<file path="src/rtl/pld_pkg.sv">
package pld_pkg;
  // A completed cycle counts toward lock when its error is strictly below the entry limit.
  function automatic logic err_small(input int unsigned err, input int unsigned lim);
    return err < lim;
  endfunction

  // A completed cycle breaks lock when its error is strictly above the exit limit.
  function automatic logic err_large(input int unsigned err, input int unsigned lim);
    return err > lim;
  endfunction

  // Number of consecutive small-error cycles needed before lock is declared.
  function automatic int unsigned run_need(input logic prec, input int unsigned lo,
                                           input int unsigned hi);
    return prec ? hi : lo;
  endfunction
endpackage

</file>
<file path="src/rtl/pld_sync.sv">
module pld_sync #(
  parameter int STAGES = 2
) (
  input  logic clk,
  input  logic rst_n,
  input  logic up_a,
  input  logic dn_a,
  input  logic ref_a,
  output logic act_s,
  output logic ref_rise
);
  logic [2:0] pipe [STAGES];
  logic       ref_q;

  for (genvar g = 0; g < STAGES; g++) begin : g_stage
    if (g == 0) begin : g_first
      always_ff @(posedge clk or negedge rst_n)
        if (!rst_n) pipe[0] <= '0;
        else        pipe[0] <= {ref_a, dn_a, up_a};
    end else begin : g_next
      always_ff @(posedge clk or negedge rst_n)
        if (!rst_n) pipe[g] <= '0;
        else        pipe[g] <= pipe[g-1];
    end
  end

  always_ff @(posedge clk or negedge rst_n)
    if (!rst_n) ref_q <= 1'b0;
    else        ref_q <= pipe[STAGES-1][2];

  assign act_s    = pipe[STAGES-1][0] | pipe[STAGES-1][1];
  assign ref_rise = pipe[STAGES-1][2] & ~ref_q;


  edge_single_chk: assert property (@(posedge clk) disable iff (!rst_n)
    ref_rise |=> !ref_rise);
endmodule

</file>
<file path="src/rtl/pld_meter.sv">
module pld_meter #(
  parameter int EXIT_LIM = 5,
  localparam int CNT_W   = $clog2(EXIT_LIM + 2)
) (
  input  logic             clk,
  input  logic             rst_n,
  input  logic             act_s,
  input  logic             ref_rise,
  output logic             meas_vld,
  output logic [CNT_W-1:0] meas_err
);
  localparam logic [CNT_W-1:0] SAT_V = CNT_W'(EXIT_LIM + 1);

  logic [CNT_W-1:0] acc_q;
  logic             armed_q;

  always_ff @(posedge clk or negedge rst_n)
    if (!rst_n) begin
      acc_q    <= '0;
      armed_q  <= 1'b0;
      meas_vld <= 1'b0;
      meas_err <= '0;
    end else begin
      meas_vld <= ref_rise & armed_q;
      if (ref_rise) begin
        meas_err <= acc_q;
        armed_q  <= 1'b1;
        acc_q    <= act_s ? CNT_W'(1) : '0;
      end else if (act_s && acc_q != SAT_V) begin
        acc_q <= acc_q + 1'b1;
      end
    end


  acc_sat_chk: assert property (@(posedge clk) disable iff (!rst_n)
    acc_q <= SAT_V);

  first_edge_chk: assert property (@(posedge clk) disable iff (!rst_n)
    meas_vld |-> $past(ref_rise));
endmodule

</file>
<file path="src/rtl/pld_judge.sv">
module pld_judge #(
  parameter int ENTER_LIM = 3,
  parameter int EXIT_LIM  = 5,
  parameter int RUN_LO    = 3,
  parameter int RUN_HI    = 5,
  localparam int CNT_W    = $clog2(EXIT_LIM + 2),
  localparam int RUN_W    = $clog2(RUN_HI + 1)
) (
  input  logic             clk,
  input  logic             rst_n,
  input  logic             prec,
  input  logic             vld_i,
  input  logic [CNT_W-1:0] err_i,
  output logic             lock_o
);
  import pld_pkg::*;

  logic [RUN_W-1:0] run_q;
  logic             good, bad, run_full;
  int unsigned      need;

  assign good     = err_small(int'(err_i), ENTER_LIM);
  assign bad      = err_large(int'(err_i), EXIT_LIM);
  assign need     = run_need(prec, RUN_LO, RUN_HI);
  assign run_full = (int'(run_q) + 1) >= int'(need);

  always_ff @(posedge clk or negedge rst_n)
    if (!rst_n) begin
      run_q  <= '0;
      lock_o <= 1'b0;
    end else if (vld_i) begin
      if (lock_o) begin
        if (bad) lock_o <= 1'b0;
        run_q <= '0;
      end else if (good) begin
        if (run_full) begin
          lock_o <= 1'b1;
          run_q  <= '0;
        end else begin
          run_q <= run_q + 1'b1;
        end
      end else begin
        run_q <= '0;
      end
    end


  lock_rise_chk: assert property (@(posedge clk) disable iff (!rst_n)
    $rose(lock_o) |-> $past(vld_i && good));

  lock_fall_chk: assert property (@(posedge clk) disable iff (!rst_n)
    $fell(lock_o) |-> $past(vld_i && bad));

  lock_hold_chk: assert property (@(posedge clk) disable iff (!rst_n)
    !vld_i |=> $stable(lock_o));

  run_bound_chk: assert property (@(posedge clk) disable iff (!rst_n)
    int'(run_q) < RUN_HI);
endmodule

</file>
<file path="src/rtl/pll_lock_detect.sv">
module pll_lock_detect #(
  parameter int SYNC_STAGES = 2,
  parameter int ENTER_LIM   = 3,
  parameter int EXIT_LIM    = 5,
  parameter int RUN_LO      = 3,
  parameter int RUN_HI      = 5,
  localparam int CNT_W      = $clog2(EXIT_LIM + 2)
) (
  input  logic clk,
  input  logic rst_n,
  input  logic pd_up,
  input  logic pd_dn,
  input  logic ref_div,
  input  logic prec_sel,
  output logic lock
);
  logic             act_s, ref_rise, meas_vld;
  logic [CNT_W-1:0] meas_err;

  pld_sync #(.STAGES(SYNC_STAGES)) sync_i (
    .clk(clk), .rst_n(rst_n), .up_a(pd_up), .dn_a(pd_dn), .ref_a(ref_div),
    .act_s(act_s), .ref_rise(ref_rise));

  pld_meter #(.EXIT_LIM(EXIT_LIM)) meter_i (
    .clk(clk), .rst_n(rst_n), .act_s(act_s), .ref_rise(ref_rise),
    .meas_vld(meas_vld), .meas_err(meas_err));

  pld_judge #(.ENTER_LIM(ENTER_LIM), .EXIT_LIM(EXIT_LIM),
              .RUN_LO(RUN_LO), .RUN_HI(RUN_HI)) judge_i (
    .clk(clk), .rst_n(rst_n), .prec(prec_sel), .vld_i(meas_vld),
    .err_i(meas_err), .lock_o(lock));


  reset_clear_chk: assert property (@(posedge clk) !rst_n |-> !lock);
endmodule

</file>
<file path="config.mk">
export PLATFORM = sky130hd
export DESIGN_NAME = pll_lock_detect
export DESIGN_NICKNAME = d
export VERILOG_FILES = /design/src/rtl/pld_pkg.sv /design/src/rtl/pld_sync.sv /design/src/rtl/pld_meter.sv /design/src/rtl/pld_judge.sv /design/src/rtl/pll_lock_detect.sv
export SDC_FILE = /design/constraint.sdc
export NUM_CORES = 1
export LEC_CHECK = 0
export ABC_CLOCK_PERIOD_IN_PS = 2140
export BUFFER_PORTS_ARGS = -buffer_cell sky130_fd_sc_hd__buf_2
export CORE_MARGIN = 2
export CORE_UTILIZATION = 40
export CTS_BUF_LIST = sky130_fd_sc_hd__clkbuf_8 sky130_fd_sc_hd__clkbuf_16
export DETAILED_ROUTE_END_ITERATION = 7
export MAX_ROUTING_LAYER = met4
export PLACE_DENSITY = 0.54
export SYNTH_ARGS = -nofsm -noshare
export SYNTH_HDL_FRONTEND = slang
export SYNTH_SLANG_ARGS = --single-unit
</file>
<file path="constraint.sdc">
create_clock -name clk -period 2.14 [get_ports clk]
set_clock_uncertainty 0.15 [all_clocks]
set_input_delay 0.214 -clock clk [delete_from_list [all_inputs] [get_ports clk]]
set_output_delay 0.214 -clock clk [all_outputs]
set_load 0.005 [all_outputs]
</file>
# After elaboration in Yosys (flattened, before gate mapping)

Index checks and enable logic that the tools add are counted.
W data, S select, Z words.

Register bits: 19
Input bits: 6

Equality and inequality tests: 1
Order comparisons: 3
$add $sub $neg: 3
Bitwise gates (word level): 4
Mux-type cells: 11
Reductions and logical operators: 2

Operators with widths:

| operator              | number |
|---|---|
| $ge A32 B32 Y1        | 1 |
| $mux W3               | 6 |
| $add A3 B1 Y3 const B | 2 |
| $mux W1               | 5 |
| $add A3 B1 Y4 const B | 1 |
| $gt A3 B3 Y1 const B  | 1 |
| $lt A3 B2 Y1 const B  | 1 |
| $ne A3 B3 Y1 const B  | 1 |
| $and A1 B1 Y1         | 2 |
| $reduce_bool A2 Y1    | 1 |
| $logic_and A1 B1 Y1   | 1 |
| $not A1 Y1            | 1 |
| $or A1 B1 Y1          | 1 |

# Logic depth before layout (Yosys ltp)

Word-level depth: 5
Mapped depth: 6
Depth with buffers taken out: 6

# By module

Synthesis repeated with hierarchy kept, for this count alone.

Cells, all modules: 60
Area total of the unflattened synthesis: 773.2 um2

Modules (own cells, without submodules):

| module    | area each (um2) | cells each | instances |
|---|---|---|---|
| pld_meter | 354.1           | 28         | 1 |
| pld_judge | 231.5           | 23         | 1 |
| pld_sync  | 187.7           | 9          | 1 |

# Least setup slack after synthesis

Ideal clock, no wire load.

Path kind: register -> register
From: reg judge_i.run_q[0]
To: reg judge_i.run_q[1]
Cell stages (with the launch flop): 7
Required time: 1924 ps
Clock period less this slack: 1849 ps
Arrival: 1633 ps
Path buffers: 0
Path slack: 291 ps
Setup time: 66 ps
Cell sequence: dfrtp_1 -> ha_1 -> ha_1 -> o21bai_1 -> a21boi_2 -> a311oi_2 -> a32o_2

Longest elaborated chain between the ends: 5
Elaborated cells on any way between the ends: 6

RTL lines:

| element                  | RTL line        | RTL |
|---|---|---|
| start: declaration       | pld_judge.sv:18 | `logic [RUN_W-1:0] run_q;` |
| start signal: assignment | pld_judge.sv:40 | `run_q <= run_q + 1'b1;` |
| $add A3 B1 Y4            | pld_judge.sv:25 | `assign run_full = (int'(run_q) + 1) >= int'(need);` |
| $ge A32 B32 Y1           | pld_judge.sv:25 |  |
| $mux W3 *                | pld_judge.sv:36 | `if (run_full) begin` |
| $mux W3 *                | pld_judge.sv:35 | `end else if (good) begin` |
| $mux W3 *                | pld_judge.sv:32 | `if (lock_o) begin` |

Every way passes the cells marked *; elsewhere a longest branch is shown, timed or not.
A chain may end at the register's enable or synchronous reset.

# Worst setup path in the final report

From: reg judge_i.run_q[0]
To: reg judge_i.run_q[2]

Same word-level chain as after synthesis.

==> flow_metrics.env <==
export IMPL_synthesis_area_um2=788
export IMPL_hold_viol_final=0
export IMPL_critical_path_top_delay_family="compound AO/OA/AOI/OAI gates"
export IMPL_synthCells=60
export IMPL_dr_pass1_iters=2
export IMPL_synth_top_family_by_area="compound AO/OA/AOI/OAI gates"
export IMPL_cts_sinks=19
export IMPL_cp_slowest_stage_delay_ns=0.44
export IMPL_wl_met3_um=50
export IMPL_ios=7
export IMPL_antenna_found_initial=0
export IMPL_cp_max_fo=4
export IMPL_power_internal_mw=0.693
export IMPL_cts_buffers=3
export IMPL_worstSetupEndpointType="flop"
export IMPL_async_flop_share_pct=100
export IMPL_tns_ns=0
export IMPL_dieArea_um2=2340
export IMPL_grt_pass1_vias=522
export IMPL_drt_iter0_drc=2
export IMPL_post_route_util_pct=51.1
export IMPL_synth_xor_area_share_pct=2.22
export IMPL_yosysSeqAreaShare_pct=60.3
export IMPL_met1_length_um=589
export IMPL_avgRoutedWirePerCell_um=12.0
export IMPL_tightest_slew_ns=0.405
export IMPL_clock_latency_ns=0.25
export IMPL_synth_top_area_share_pct=60.3
export IMPL_placed_cells=93
export IMPL_synthMuxAreaShare_pct=4.29
export IMPL_syn_area_per_cell_um2=13.1
export IMPL_grt_ovfl_total=0
export IMPL_core_area_um2=1900
export IMPL_cts_path_max_buffers=2
export IMPL_rows=16
export IMPL_cts_root_buf="clkbuf_8"
export IMPL_area_delta_synth_final_pct=23.3
export IMPL_die_y_um=48.4
export IMPL_synth_compound_area_share_pct=14.6
export IMPL_layout_min_cycle_time_ns=2.04
export IMPL_dp_hpwl_um=869
export IMPL_synthSimpleGateAreaFrac_pct=7.62
export IMPL_max_slew_margin_pct=73.0
export IMPL_stdcell_count=103
export IMPL_p_per_area_nw_per_um2=1010
export IMPL_ant_nets=0
export IMPL_crit_slowest_cell="dfrtp_2"
export IMPL_met2_length_um=595
export IMPL_via_count=469
export IMPL_total_power_mw=0.983
export IMPL_fmaxAchievable_mhz=489
export IMPL_yosys_cell_types_count=24
export IMPL_required_ns=2.18
export IMPL_topRoutingLayerUsed="met4"
export IMPL_yosysTopAreaCell="dfrtp_1"
export IMPL_crit_chain="ha_4 > xor2_1 > ha_1 > a21boi_2 > a311oi_2 > a32o_2"
export IMPL_totalWireLength_um=1240
export IMPL_p_leak_nw=0.465
export IMPL_postPlaceCellArea_um2=855
export IMPL_combinationalPowerShare_pct=23.5
export IMPL_grt_max_degree=20
export IMPL_synthTopCellsByArea="dfrtp_1 60%, ha_1 7.9%, mux2_2 4.3%, a32o_2 2.9%, inv_1 2.4%"
export IMPL_worstSetupPathType="reg2reg"
export IMPL_ys_seq_elements=19
export IMPL_initial_core_util_pct=41.4
export IMPL_track_usage_pct=12.7
export IMPL_gp_congestion=0.809
export IMPL_portBuffers=6
export IMPL_pwr_share_seq_pct=51.5
export IMPL_postLayoutCellArea_um2=972
export IMPL_syn_nets=71
export IMPL_clock_power_share_pct=25.0
export IMPL_p_switching_mw=0.290
export IMPL_nNetsFinal=88
export IMPL_synth_ff_type="dfrtp_1"
export IMPL_yosysWarningCount=0
export IMPL_drive_above_1_share_pct=31.6
export IMPL_fin_crit_sh_pct=95.5
export IMPL_rsz0062_at_grt="false"
export IMPL_vdd_drop_max_mv=0.595
export IMPL_synth_edf_count=0
export IMPL_num_antenna_cells=0
export IMPL_drv_cap=0
export IMPL_cts_tree="done"
export IMPL_routed_via_density=4.55
export IMPL_critPathBufInv=0
export IMPL_status="completed"
export IMPL_switching_share_pct=29.5
export IMPL_htree_levels=1
export IMPL_worstSetupStartpointType="flop"
export IMPL_drcViolationCount=0
export IMPL_path_clk_slew_ns=0.07
export IMPL_cp_arrival_ns=2.09
export IMPL_setup_violations_final=0
export IMPL_grt_pass1_wl_um=2190
export IMPL_die_w_um=48.4
export IMPL_hp_class="reg2reg"
export IMPL_synthAdderAreaFrac_pct=7.94
export IMPL_slew_viol_final=0
==> per-layer routing <==
layer,vias to the layer above,global-route usage [%]
met5,-,-
met4,0,2.86
met3,2,5.56
met2,11,20.8
met1,216,14.3
li1,240,-
==> cells in the mapped netlist (2+ instances only) <==
| master | number |
|---|---|
| a32o_2 | 2 |
| dfrtp_1 | 19 |
| ha_1 | 5 |
| inv_1 | 5 |
| mux2_2 | 3 |
| nand2_1 | 3 |
| nor2_1 | 5 |
| o21ai_0 | 2 |
==> state kept, by name (all words and copies together) (netlist names) <==
name              cells
sync_i.pipe           6
judge_i.run_q         3
meter_i.acc_q         3
meter_i.meas_err      3
judge_i.lock_o        1
meter_i.armed_q       1
meter_i.meas_vld      1
sync_i.ref_q          1
==> area by class of cell <==
class | count | area (µm²)
fill | 162 | 930
sequential | 19 | 477
multi-input combinational | 35 | 302
timing repair buffer | 13 | 92.6
clock buffer | 3 | 41.3
tap | 27 | 33.8
inverter | 5 | 18.8
clock inverter | 1 | 7.51
==> repair_timing <==
action                                  in CTS  in global routing
endpoints found under the hold margin       22                  0
hold buffers                                 4                  0
resized for setup                            0                  2
endpoints found under the setup margin       0                  1
setup buffers                                0                  2
==> path summary, 6_finish.rpt <==
kind,startpoint,endpoint,slack [ns],depth (start not counted)
worst max-delay path,judge_i.run_q[0],judge_i.run_q[2],0.1,6
worst min-delay path,sync_i.pipe[4],sync_i.pipe[1],0.20,0
worst max register to register,judge_i.run_q[0],judge_i.run_q[2],0.1,6
worst min register to register,sync_i.pipe[4],sync_i.pipe[1],0.20,0
max in group asynchronous,rst_n,judge_i.run_q[0],1.26,2
min in group asynchronous,rst_n,meter_i.acc_q[0],0.27,2
==> cells in the final DEF, fill, tap and decap left out <==
cell type / count
a311oi_2: 1
nand2b_1: 1
o21bai_1: 1
or2_2: 1
o211ai_1: 1
dfrtp_1: 18
inv_1: 5
a21oi_1: 1
nand3_1: 1
buf_2: 6
dlygate4sd3_1: 4
nor2b_1: 1
xnor2_1: 1
and2_1: 1
o21ai_0: 2
clkbuf_8: 3
ha_4: 1
ha_1: 4
a21boi_2: 1
buf_4: 3
clkinvlp_4: 1
a2111o_1: 1
xor2_1: 1
nand2_1: 3
a32o_2: 2
o2bb2ai_1: 1
nor2_1: 5
mux2_2: 3
dfrtp_2: 1
o41ai_2: 1
==> power groups by stage <==
stage / Sequential, mW / Combinational, mW / Clock [mW]
floorplan: 0.492 / 0.153 / 0
global placement: 0.506 / 0.198 / 0
detailed placement: 0.511 / 0.202 / 0
CTS: 0.504 / 0.209 / 0.256
global route: 0.516 / 0.269 / 0.274
finish: 0.506 / 0.231 / 0.246
==> through the flow <==
| step | worst slack (ns) | hold slack [ns] |
|---|---|---|
| final | 0.0967 | 0.203 |
| after global routing | 0.0114 | 0.219 |
| after CTS | 0.100 | 0.205 |
| after detailed placement | 0.119 | 0.0199 |
| after global placement | 0.174 | 0.0272 |
| after floorplan | 0.291 | -0.232 |
==> cells by family after synthesis <==
logic type      Yosys count
mux                       3
simple gates             13
buf+inv                   6
flops                    19
fa+ha+maj                 5
xor+xnor                  2
compound gates           12
Power figures use the tool's default switching activity.
